==> config.mk <==
export PLATFORM = sky130hd
export DESIGN_NAME = barrier_buffer
export DESIGN_NICKNAME = d
export VERILOG_FILES = /design/src/rtl/barrier_pkg.sv /design/src/rtl/barrier_store.sv /design/src/rtl/barrier_ctrl.sv /design/src/rtl/barrier_buffer.sv
export SDC_FILE = /design/constraint.sdc
export NUM_CORES = 1
export LEC_CHECK = 0
export CORE_MARGIN = 2
export CORE_UTILIZATION = 53
export DETAILED_ROUTE_END_ITERATION = 6
export PLACE_DENSITY_LB_ADDON = 0.2
export REMOVE_ABC_BUFFERS = 1
export SETUP_SLACK_MARGIN = 0.05
export SLEW_MARGIN = 20
export SYNTH_ARGS = -nofsm -noshare
export SYNTH_HDL_FRONTEND = slang
export SYNTH_SLANG_ARGS = --single-unit
==> constraint.sdc <==
create_clock -name clk -period 6.1 [get_ports clk]
set_input_delay 1.22 -clock clk [delete_from_list [all_inputs] [get_ports clk]]
set_output_delay 1.22 -clock clk [all_outputs]
set_load 0.01 [all_outputs]
==> src/rtl/barrier_pkg.sv <==
package barrier_pkg;
  typedef struct packed {
    logic push;
    logic pop;
  } strobe_t;
endpackage

==> src/rtl/barrier_store.sv <==
module barrier_store #(
  parameter int DATA_W = 16,
  parameter int GID_W  = 4,
  parameter int LID_W  = 4,
  parameter int DEPTH  = 8
) (
  input  logic                       clk,
  input  logic                       rstN,
  input  barrier_pkg::strobe_t       strobe,
  input  logic [DATA_W-1:0]          wrData,
  input  logic [GID_W-1:0]           wrGid,
  input  logic [LID_W-1:0]           wrLid,
  output logic [DATA_W-1:0]          rdData,
  output logic [GID_W-1:0]           rdGid,
  output logic [LID_W-1:0]           rdLid,
  output logic                       full
);
  localparam int PTR_W = (DEPTH > 1) ? $clog2(DEPTH) : 1;
  localparam int CNT_W = $clog2(DEPTH + 1);
  localparam int ENT_W = DATA_W + GID_W + LID_W;

  logic [ENT_W-1:0] mem [DEPTH];
  logic [PTR_W-1:0] wrPtr, rdPtr;
  logic [CNT_W-1:0] count;

  function automatic logic [PTR_W-1:0] nextPtr(input logic [PTR_W-1:0] p);
    return (p == PTR_W'(DEPTH - 1)) ? '0 : p + PTR_W'(1);
  endfunction

  always_ff @(posedge clk) begin
    if (strobe.push) mem[wrPtr] <= {wrData, wrGid, wrLid};
  end

  always_ff @(posedge clk or negedge rstN) begin
    if (!rstN) begin
      wrPtr <= '0;
      rdPtr <= '0;
      count <= '0;
    end else begin
      if (strobe.push) wrPtr <= nextPtr(wrPtr);
      if (strobe.pop)  rdPtr <= nextPtr(rdPtr);
      case ({strobe.push, strobe.pop})
        2'b10:   count <= count + CNT_W'(1);
        2'b01:   count <= count - CNT_W'(1);
        default: count <= count;
      endcase
    end
  end

  assign {rdData, rdGid, rdLid} = mem[rdPtr];
  assign full = (count == CNT_W'(DEPTH));
endmodule

==> src/rtl/barrier_ctrl.sv <==
module barrier_ctrl #(
  parameter int GID_W = 4,
  parameter int DEPTH = 8
) (
  input  logic                         clk,
  input  logic                         rstN,
  input  logic [$clog2(DEPTH+1)-1:0]   grpSize,
  input  logic                         inValid,
  input  logic [GID_W-1:0]             inGid,
  input  logic                         outReady,
  input  logic                         full,
  output logic                         inReady,
  output logic                         outValid,
  output logic                         seqError,
  output barrier_pkg::strobe_t         strobe
);
  localparam int CNT_W = $clog2(DEPTH + 1);
  localparam logic [CNT_W:0] ONE = (CNT_W+1)'(1);

  logic [CNT_W-1:0] arrCnt;      // members of the filling group seen so far
  logic [CNT_W-1:0] relCnt;      // members of the head group released so far
  logic [CNT_W-1:0] readyGroups; // complete groups not yet fully released
  logic [GID_W-1:0] curGid;
  logic             arrLast, relLast, midGroup;

  assign inReady    = !full;
  assign outValid   = (readyGroups != '0);
  assign strobe.push = inValid && inReady;
  assign strobe.pop  = outValid && outReady;

  // a size of zero behaves as one, so the counters can never stall
  assign arrLast  = (({1'b0, arrCnt} + ONE) >= {1'b0, grpSize});
  assign relLast  = (({1'b0, relCnt} + ONE) >= {1'b0, grpSize});
  assign midGroup = (arrCnt != '0);

  always_ff @(posedge clk or negedge rstN) begin
    if (!rstN) begin
      arrCnt      <= '0;
      relCnt      <= '0;
      readyGroups <= '0;
      curGid      <= '0;
      seqError    <= 1'b0;
    end else begin
      if (strobe.push) begin
        arrCnt <= arrLast ? '0 : arrCnt + CNT_W'(1);
        if (!midGroup) curGid <= inGid;
        if (midGroup && (inGid != curGid)) seqError <= 1'b1;
      end
      if (strobe.pop) relCnt <= relLast ? '0 : relCnt + CNT_W'(1);
      case ({strobe.push && arrLast, strobe.pop && relLast})
        2'b10:   readyGroups <= readyGroups + CNT_W'(1);
        2'b01:   readyGroups <= readyGroups - CNT_W'(1);
        default: readyGroups <= readyGroups;
      endcase
    end
  end
endmodule

==> src/rtl/barrier_buffer.sv <==
module barrier_buffer #(
  parameter int DATA_W = 16,
  parameter int GID_W  = 4,
  parameter int LID_W  = 4,
  parameter int DEPTH  = 8
) (
  input  logic                         clk,
  input  logic                         rstN,
  input  logic [$clog2(DEPTH+1)-1:0]   grpSize,
  input  logic                         inValid,
  output logic                         inReady,
  input  logic [DATA_W-1:0]            inData,
  input  logic [GID_W-1:0]             inGid,
  input  logic [LID_W-1:0]             inLid,
  output logic                         outValid,
  input  logic                         outReady,
  output logic [DATA_W-1:0]            outData,
  output logic [GID_W-1:0]             outGid,
  output logic [LID_W-1:0]             outLid,
  output logic                         seqError
);
  barrier_pkg::strobe_t strobe;
  logic full;

  barrier_ctrl #(.GID_W(GID_W), .DEPTH(DEPTH)) u_ctrl (
    .clk(clk), .rstN(rstN), .grpSize(grpSize), .inValid(inValid),
    .inGid(inGid), .outReady(outReady), .full(full), .inReady(inReady),
    .outValid(outValid), .seqError(seqError), .strobe(strobe)
  );

  barrier_store #(.DATA_W(DATA_W), .GID_W(GID_W), .LID_W(LID_W), .DEPTH(DEPTH)) u_store (
    .clk(clk), .rstN(rstN), .strobe(strobe), .wrData(inData), .wrGid(inGid),
    .wrLid(inLid), .rdData(outData), .rdGid(outGid), .rdLid(outLid), .full(full)
  );
endmodule

# Word-level counts from Yosys, hierarchy flattened
# Memories as Yosys holds them, arrays and structs flattened.
# Cells that the tools add are included.
dict set report word_totals {
  register_bits 27
  mem_bits_rw 192
  mem_count 1
  wordCells 50
  out_inout_bits 27
}
# memory depth width rd rd_clocked_by_memory_dff wr line_no
set memory_table {}
lappend memory_table {u_store.mem 8 24 1 0 1 barrier_store.sv:22} ;# logic [ENT_W-1:0] mem [DEPTH];
dict set report op_classes {
  muxes 8
  bitwise 1
  n_lt_le_gt_ge 2
  n_reduce_logical 12
  n_addsub 10
  n_eq_ne 8
}
# op n
set op_table {}
lappend op_table {{adder 4 x 1 -> 4 bit (second input constant)} 4}
lappend op_table {{case mux 4 bit (2 select lines)} 2}
lappend op_table {{adder 4 x 1 -> 5 bit (second input constant)} 2}
lappend op_table {{greater-or-equal comparator 5 x 4 -> 1 bit} 2}
lappend op_table {{2-to-1 mux 4 bit} 2}
lappend op_table {{nonzero test 4 bit} 2}
lappend op_table {{subtractor 4 x 1 -> 4 bit (second input constant)} 2}
lappend op_table {{adder 3 x 1 -> 3 bit (second input constant)} 2}
lappend op_table {{== test 3 bit (second input constant)} 2}
lappend op_table {{2-to-1 mux 3 bit} 2}
lappend op_table {{logical AND 1 bit} 5}
lappend op_table {{== test 2 x 1 -> 1 bit (second input constant)} 2}
lappend op_table {{== test 2 bit (second input constant)} 2}
lappend op_table {{== test 4 bit (second input constant)} 1}
lappend op_table {{!= test 4 bit} 1}
lappend op_table {{AND reduction 2 bit} 2}
lappend op_table {{nonzero test 2 bit} 2}
lappend op_table {{2-to-1 mux 1 bit} 2}
lappend op_table {{zero test 1 bit} 1}
lappend op_table {{inverter 1 bit} 1}

# Depth between registers and ports, before layout
# Gate-level depths: netlist (run 1).
dict set report logic_depth {
  ltp_word 6
  depth_mapped 13
  depth_no_buf 13
}

# Hierarchy
# A second synthesis (run 1) with hierarchy kept.
dict set report hier_totals {
  hier_cells 462
  area_unflattened_um2 9236.4
}
# module seq_area_each_um2 n_inst area_per_inst_um2 cells_per_inst
set by_module_without_submodules {}
lappend by_module_without_submodules {barrier_store 6015.8 1 7991.4 335}
lappend by_module_without_submodules {barrier_ctrl 425.4 1 1244.9 127}

# Worst setup path before layout (run 1)
# Ideal clock, no wire load.
dict set report synth_path {
  path_type {input to register}
  from {input inValid}
  to {memory u_store.mem[0][0] in the netlist's numbering, enable pin}
  setup_time_ns 0.466
  required_time_ns 5.634
  slack_ns 1.664
  cell_stages 5
  t_arrival_ns 3.971
  path_buffers 2
  cell_sequence {and2_4 -> buf_6 -> clkinv_4 -> buf_6 -> nor4_1}
}
dict set report synth_via {
  elab_chain_cells 3
}
# element line_no
set synth_lines {}
lappend synth_lines {{start: declaration} barrier_buffer.sv:10} ;# input logic inValid,
lappend synth_lines {{logical AND 1 bit} barrier_ctrl.sv:28} ;# assign strobe.push = inValid && inReady;
lappend synth_lines {{2-to-1 mux 1 bit} barrier_store.sv:31} ;# if (strobe.push) mem[wrPtr] <= {wrData, wrGid, wrLid};
lappend synth_lines {{2-to-1 mux 1 bit (implied by the code)} barrier_store.sv:31}
lappend synth_lines {{end: declaration} barrier_store.sv:22}
# No other way between the ends.

# Worst setup path in the final report (run 1)
dict set report layout_path {
  from {input grpSize[0]}
  to {register u_ctrl.readyGroups[3]}
}
dict set report layout_via {
  elab_chain_cells 4
  elab_cells_between_ends 8
  cone_classes {order compare (2); eq/ne (2); mux (1); reduce/logical (3)}
}
# element line_no
set layout_lines {}
lappend layout_lines {{start: declaration} barrier_buffer.sv:9} ;# input logic [$clog2(DEPTH+1)-1:0] grpSize,
lappend layout_lines {{greater-or-equal comparator 5 x 4 -> 1 bit (on tied branches)} {barrier_ctrl.sv:33, barrier_ctrl.sv:32}}
lappend layout_lines {{logical AND 1 bit} barrier_ctrl.sv:50} ;# case ({strobe.push && arrLast, strobe.pop && relLast})
lappend layout_lines {{== test 2 x 1 -> 1 bit / == test 2 bit (equally long branches)} barrier_ctrl.sv:50}
lappend layout_lines {{case mux 4 bit (2 select lines) / nonzero test 2 bit (equally long branches)} -}
lappend layout_lines {{end signal: assignment} barrier_ctrl.sv:51} ;# 2'b10: readyGroups <= readyGroups + CNT_W'(1);
lappend layout_lines {{end signal: assignment} barrier_ctrl.sv:52} ;# 2'b01: readyGroups <= readyGroups - CNT_W'(1);
lappend layout_lines {{end signal: assignment} barrier_ctrl.sv:53} ;# default: readyGroups <= readyGroups;
lappend layout_lines {{end: declaration} barrier_ctrl.sv:22} ;# logic [CNT_W-1:0] readyGroups;
# Several ways; a longest one is shown, not always the timed one.
# A chain may end at the register's enable or synchronous reset.

==> results of run 1 <==
==> registers in the layout (all words and copies together), names as in the netlist <==
register	flops
u_store.wrPtr	3
u_store.count	4
u_ctrl.seqError	1
u_ctrl.curGid	4
u_store.rdPtr	3
u_ctrl.relCnt	4
u_store.mem	192
u_ctrl.readyGroups	4
u_ctrl.arrCnt	4
==> cells by family (layout without fill, tap and decap cells) <==
family / after synthesis / in the layout
DFF: 219 / 219
muxes: 77 / 77
and+or+nand+nor: 76 / 76
buffers and inverters: 36 / 126
AOI/OAI and AO/OA: 31 / 31
adders and majority gates: 23 / 23
xor gates and xnor gates: 12 / 12
==> per-stage QoR <==
step | hold WS [ns] | cell area, um^2
after floorplan | 0.476 | 8910
after global placement | 0.488 | 9910
after detailed placement | 0.479 | 9910
after CTS | 0.506 | 10600
after global routing | 0.534 | 10600
final | 0.507 | 10600
==> layout by cell type, fill, tap and decap left out, drive strengths merged, types with 4 or more instances in the layout <==
cell / instances
nand3: 5
clkbuf: 28
ha: 21
nand2: 31
clkdlybuf4s50: 58
nor3: 8
dfrtp: 27
mux4: 48
clkinv: 7
buf: 14
inv: 16
xor2: 4
o21ai: 15
nor2: 6
nand2b: 8
edfxtp: 192
xnor2: 8
mux2: 28
==> path summary, 6_finish.rpt <==
check                                                   from                           endpoint  slack [ns]  cells past startpoint
worst max-delay path                              grpSize[0]  u_ctrl.readyGroups[3]$_DFFE_PN0P_        2.01                     12
worst min-delay path             u_ctrl.seqError$_DFFE_PN0P_        u_ctrl.seqError$_DFFE_PN0P_        0.51                      1
worst max register to register  u_ctrl.relCnt[0]$_DFFE_PN0P_  u_ctrl.readyGroups[3]$_DFFE_PN0P_        2.59                     12
worst min register to register   u_ctrl.seqError$_DFFE_PN0P_        u_ctrl.seqError$_DFFE_PN0P_        0.51                      1
max in group asynchronous                               rstN       u_store.rdPtr[0]$_DFFE_PN0P_        4.69                      2
min in group asynchronous                               rstN       u_ctrl.curGid[3]$_DFFE_PN0P_        1.11                      2
==> report_power, final <==
group	total [mW]	switching, mW	internal, mW
registers	2.07	0.163	1.91
logic	1.70	0.790	0.908
clock network	1.19	0.510	0.681
==> per-layer routing <==
metal  part of all wire [%]  GRT usage [%]  wire length, um  vias up
met1                     44           25.4             6900     2324
met2                     51           31.8             8070       99
li1                       -              -                -     2039
met4                    1.4           4.15              225        0
met5                      0              0                0        -
met3                    4.1           2.46              645       18
==> critical path, cell delays in order <==
cell             delay, ns
clkdlybuf4s50_1       0.44
ha_1                  0.30
nand2b_1              0.14
a2111oi_0             0.52
o21ai_0               0.26
and2_1                0.23
ha_1                  0.29
ha_1                  0.34
inv_1                 0.07
nor4_1                0.34
nand4b_1              0.16
o311ai_0              0.12
==> final cells by class <==
class                      count  area, um^2  area share [%]
multi-input combinational    219        2440            23.1
timing repair buffer          72         706            6.67
inverter                      17        68.8           0.650
clock buffer                  28         592            5.59
clock inverter                 9        51.3           0.485
sequential                   219        6450            60.9
tap                          220         275            2.60
==> results.toml, run 1 <==
[synthesis]
syn_inst = 474
synthMuxAreaShare_pct = 15.6
yosys_warnings = 0
synth_area_leaders = "edfxtp_1 (64%), mux4_2 (12%), dfrtp_1 (7.5%), mux2_2 (3.5%), ha_1 (2.9%)"
avgSynthCellArea_um2 = 19.0
ys_types = 42
netlist.area_leader.share_pct = 64.0
synth_edf_count = 192
ys_seq_area_share_pct = 71.5
yosys.area.top_type = "edfxtp_1"
synth.most_common_cell = "edfxtp_1"
synthesis.area_mm2 = 0.00901
synthAdderAreaFrac_pct = 3.36
synth_compound_area_share_pct = 2.18
synthArstFlopShare_pct = 12.3
synth_ff_type = "edfxtp_1"
yosys-top-cells-count = "edfxtp_1 (192), mux4_2 (48), nand2_1 (31)"
synth_xor_area_share_pct = 1.17
yosys.area_share.simple_pct = 4.37
synth_top_family_by_area = "multiplexers"
ys_seq_elements = 219

[cells_and_area]
finalNonFillerCells = 784
layout.nets = 605
final.fill_count = 1133
syn_to_final_growth_pct = 17.5
drive_above_1_share_pct = 24.1
diodes = 0
finish.utilization_pct = 63.8

[place]
gp_congestion = 0.742
dp_slack_ns = 1.58
io_buffers = 58
hpwlAfterDp_um = 9240
placedCellCount = 746

[detailed_routing]
drt-initial-drc-count = 204
via_per_inst = 5.71
routedWlPerCell_um = 20.2
ant_nets = 0
first_pass_iters = 4
drt-total-wl_um = 15800
drc = 0
vias = 4480

[cts]
cts_htree_levels = 1
cts_sinks = 219
clockBufferDepth = 3
cts_tree = "done"
cts_buffers = 21
postCtsSetupBuffers = 0
ctsResizeCount = 0
clockRootBuffer = "clkbuf_16"
clkSlewWorstSetupHoldPaths_ns = 0.06
insertion_delay_ns = 0.48
hold_buffers = 0

[worst_setup_path]
path_class = "in -> reg"
critical_path_required_ns = 6.44
setup.worst_path.start_class = "input pin"
arrival_ns = 4.43
crit_fanout = 8
cp-end-kind = "flop"

[global_route]
overflow = 0
antenna_found_initial = 0
grt_pass1_vias = 4751
grt_max_degree = 52
grt_pass1_wl_um = 25400
grt_usage_pct = 18.4

[sta]
setup_violations = 0
relSlewSlack_pct = 49.1
rsz0062_at_grt = "no"
fin_worst_skew_ns = 0.0108
setup_ws_ns = 2.01
worst_slew_pin_slew_ns = 0.760
fin_setup_tns_ns = 0
fmax_ghz = 0.245
drv_slew = 0
fin_crit_ns = 4.09
finalHoldViolCount = 0
post-route-period-util_pct = 67.0

[flow_run]
cap_violations = 0

[die]
die_w_um = 134
core_mm2 = 0.0166
initial_core_util_pct = 54.3
io_pins = 59
die_y_um = 134
row_count = 47
die_area_mm2 = 0.0181

[outcome]
status = "finished clean"

[power_and_ir_drop]
p_leak_nw = 3.58
total_power_mw = 4.96
p_per_area_mw_per_mm2 = 469
vdd_drop_max_mv = 0.238

[min_path]
hp-class = "reg -> reg"
No activity file was read; power rests on OpenSTA's default activity.
==> inputs of run 2 (changes only) <==
==> constraint.sdc (replaced) <==
create_clock -name clk -period 4 [get_ports clk]
set_input_delay 0.8 -clock clk [delete_from_list [all_inputs] [get_ports clk]]
set_output_delay 0.8 -clock clk [all_outputs]
set_load 0.01 [all_outputs]
==> results.toml, run 2 (synthesis gave the netlist of run 1 again) <==
[global_route]
antenna_found_initial = 0
grt_usage_pct = 18.9
grt_pass1_vias = 4706
busiest_layer = "met2"
use_met1_pct = 26.7
grt_max_degree = 35
grt_util_met3_pct = 2.76
use_met2_pct = 31.8
grt_pass1_wl_um = 26100
overflow = 0

[worst_setup_path]
setup.worst_path.start_class = "input pin"
path_class = "in -> reg"
worstReg2RegEnd = "u_ctrl.readyGroups[3]$_DFFE_PN0P_"
reg2regPathDepth = 11
critical_path_required_ns = 4.38
timing.rr.start = "u_ctrl.arrCnt[0]$_DFFE_PN0P_"
crit_path_cell_trace = "clkdlybuf4s50_1 -> ha_1 -> nand2b_1 -> a2111oi_0 -> o21ai_0 -> nand2_1 -> ha_1 -> ha_1 -> a21oi_1 -> o21ai_0 -> o311ai_0"
crit_fanout = 8
cp-end-kind = "flop"
slowest_delay_ns = 0.60
cp.depth = 11
cp-endpoint = "u_ctrl.readyGroups[3]$_DFFE_PN0P_"
r2r_slack_ns = 0.44
arrival_ns = 4.01
worst-path-buf-inv = 1
crit_top_cell = "ha_1"
critPathTopFamily = "compound AO/OA/AOI/OAI gates"
startpoint = "grpSize[0]"
slowest_stage = "a2111oi_0"

[sta]
rsz0062_at_grt = "no"
fin_crit_ns = 3.63
holdWs_ns = 0.525
setup_violations = 0
relSlewSlack_pct = 51.8
fmax_ghz = 0.275
worst_slew_pin_slew_ns = 0.720
post-route-period-util_pct = 90.8
finalHoldViolCount = 0
drv_slew = 0
fin_worst_skew_ns = 0.00708

[cts]
hold_buffers = 0
clockRootBuffer = "clkbuf_16"
postCtsSetupBuffers = 0
insertion_delay_ns = 0.49
cts_htree_levels = 1
ctsResizeCount = 0
cts_buffers = 23
clkSlewWorstSetupHoldPaths_ns = 0.06
cts_tree = "done"
clockBufferDepth = 3
cts_sinks = 219

[detailed_routing]
drc = 0
vias = 4543
routedWlPerCell_um = 20.6
drt-initial-drc-count = 247
via_per_inst = 5.69
drt-total-wl_um = 16400
first_pass_iters = 4
ant_nets = 0

[min_path]
hp-class = "reg -> reg"

[cells_and_area]
largest_reg_flops = 192
diodes = 0
finalNonFillerCells = 798
drive_above_1_share_pct = 25.6
layout_commonest_cell = "edfxtp_1"
final_cell_mix = "edfxtp_1 (192), clkdlybuf4s50_1 (58), mux4_2 (48)"
syn_to_final_growth_pct = 18.8
layout.nets = 616
postLayoutCellArea_mm2 = 0.0107
top_register = "u_store.mem"

[power_and_ir_drop]
total_power_mw = 7.74
p_leak_nw = 3.65
vdd_drop_max_mv = 0.378
p_per_area_mw_per_mm2 = 723

[die]
core_mm2 = 0.0166
row_count = 47
initial_core_util_pct = 54.3
die_area_mm2 = 0.0181
io_pins = 59
die_y_um = 134
die_w_um = 134

[place]
hpwlAfterDp_um = 10200
io_buffers = 58
placedCellCount = 756
postPlaceCellArea_mm2 = 0.0100
gp_congestion = 0.784

[flow_run]
cap_violations = 0

[outcome]
status = "finished clean"
-- run 2: changes by cell type in the layout (fill, tap and decap cells not counted), sizes merged --
cell    before  now
bufinv       0    1
inv         16   18
clkinv       7   10
clkbuf      28   27
buf         14   23
-- run 2: worst min-delay path by stage --
stage,depth (start not counted),slack [ns],from,end
after floorplan,2,0.48,u_ctrl.relCnt[1]$_DFFE_PN0P_,u_ctrl.relCnt[1]$_DFFE_PN0P_
after global placement,1,0.49,u_ctrl.seqError$_DFFE_PN0P_,u_ctrl.seqError$_DFFE_PN0P_
after detailed placement,1,0.50,u_ctrl.seqError$_DFFE_PN0P_,u_ctrl.seqError$_DFFE_PN0P_
after CTS,1,0.52,u_ctrl.seqError$_DFFE_PN0P_,u_ctrl.seqError$_DFFE_PN0P_
after global routing,1,0.54,u_ctrl.seqError$_DFFE_PN0P_,u_ctrl.seqError$_DFFE_PN0P_
final,1,0.52,u_ctrl.seqError$_DFFE_PN0P_,u_ctrl.seqError$_DFFE_PN0P_
-- run 2: worst reg2reg max path: cells and delay by family (launching register included) --
family	cells	cell delay (ns)
AO/OA/AOI/OAI	5	1.58
adder cells (fa/ha/maj)	4	1.20
buffers and inverters	1	0.10
flip-flops	1	0.44
AND/OR/NAND/NOR	1	0.14
-- run 2: through the flow --
step	setup WS (ns)	setup TNS, ns	utilization (%)
3_3_place_gp	0.104	0	60.3
3_5_place_dp	-0.135	-0.135	60.3
4_1_cts	0.302	0	64.6
5_1_grt	0.0924	0	64.6
2_1_floorplan	0.113	0	-
6_report	0.368	0	64.6
-- run 2: layout make-up --
| class | count | area [um^2] |
|---|---|---|
| clock buffer | 27 | 591 |
| clock inverter | 15 | 109 |
| fill | 1151 | 5880 |
| inverter | 17 | 68.8 |
| multi-input combinational | 219 | 2440 |
| sequential | 219 | 6450 |
| tap | 220 | 275 |
| timing repair buffer | 81 | 778 |
-- run 2: power by group --
group | internal [mW] | switching (mW)
clock network | 1.13 | 0.829
registers | 2.91 | 0.309
logic | 1.42 | 1.15
-- run 2: routing by layer --
| layer | up-vias | wire, um |
|---|---|---|
| li1 | 2061 | - |
| met1 | 2356 | 7180 |
| met2 | 106 | 8250 |
| met3 | 20 | 758 |
| met4 | 0 | 244 |
| met5 | - | 0 |
==> inputs of run 3 (changes only) <==
--- a/config.mk
+++ b/config.mk
@@ -8,6 +8,7 @@
 export CORE_MARGIN = 2
 export CORE_UTILIZATION = 53
 export DETAILED_ROUTE_END_ITERATION = 6
+export HOLD_SLACK_MARGIN = 0.08
 export PLACE_DENSITY_LB_ADDON = 0.2
 export REMOVE_ABC_BUFFERS = 1
 export SETUP_SLACK_MARGIN = 0.05
==> results of run 3 <==
The final DEF is identical to that of run 2; final timing and power are the same.
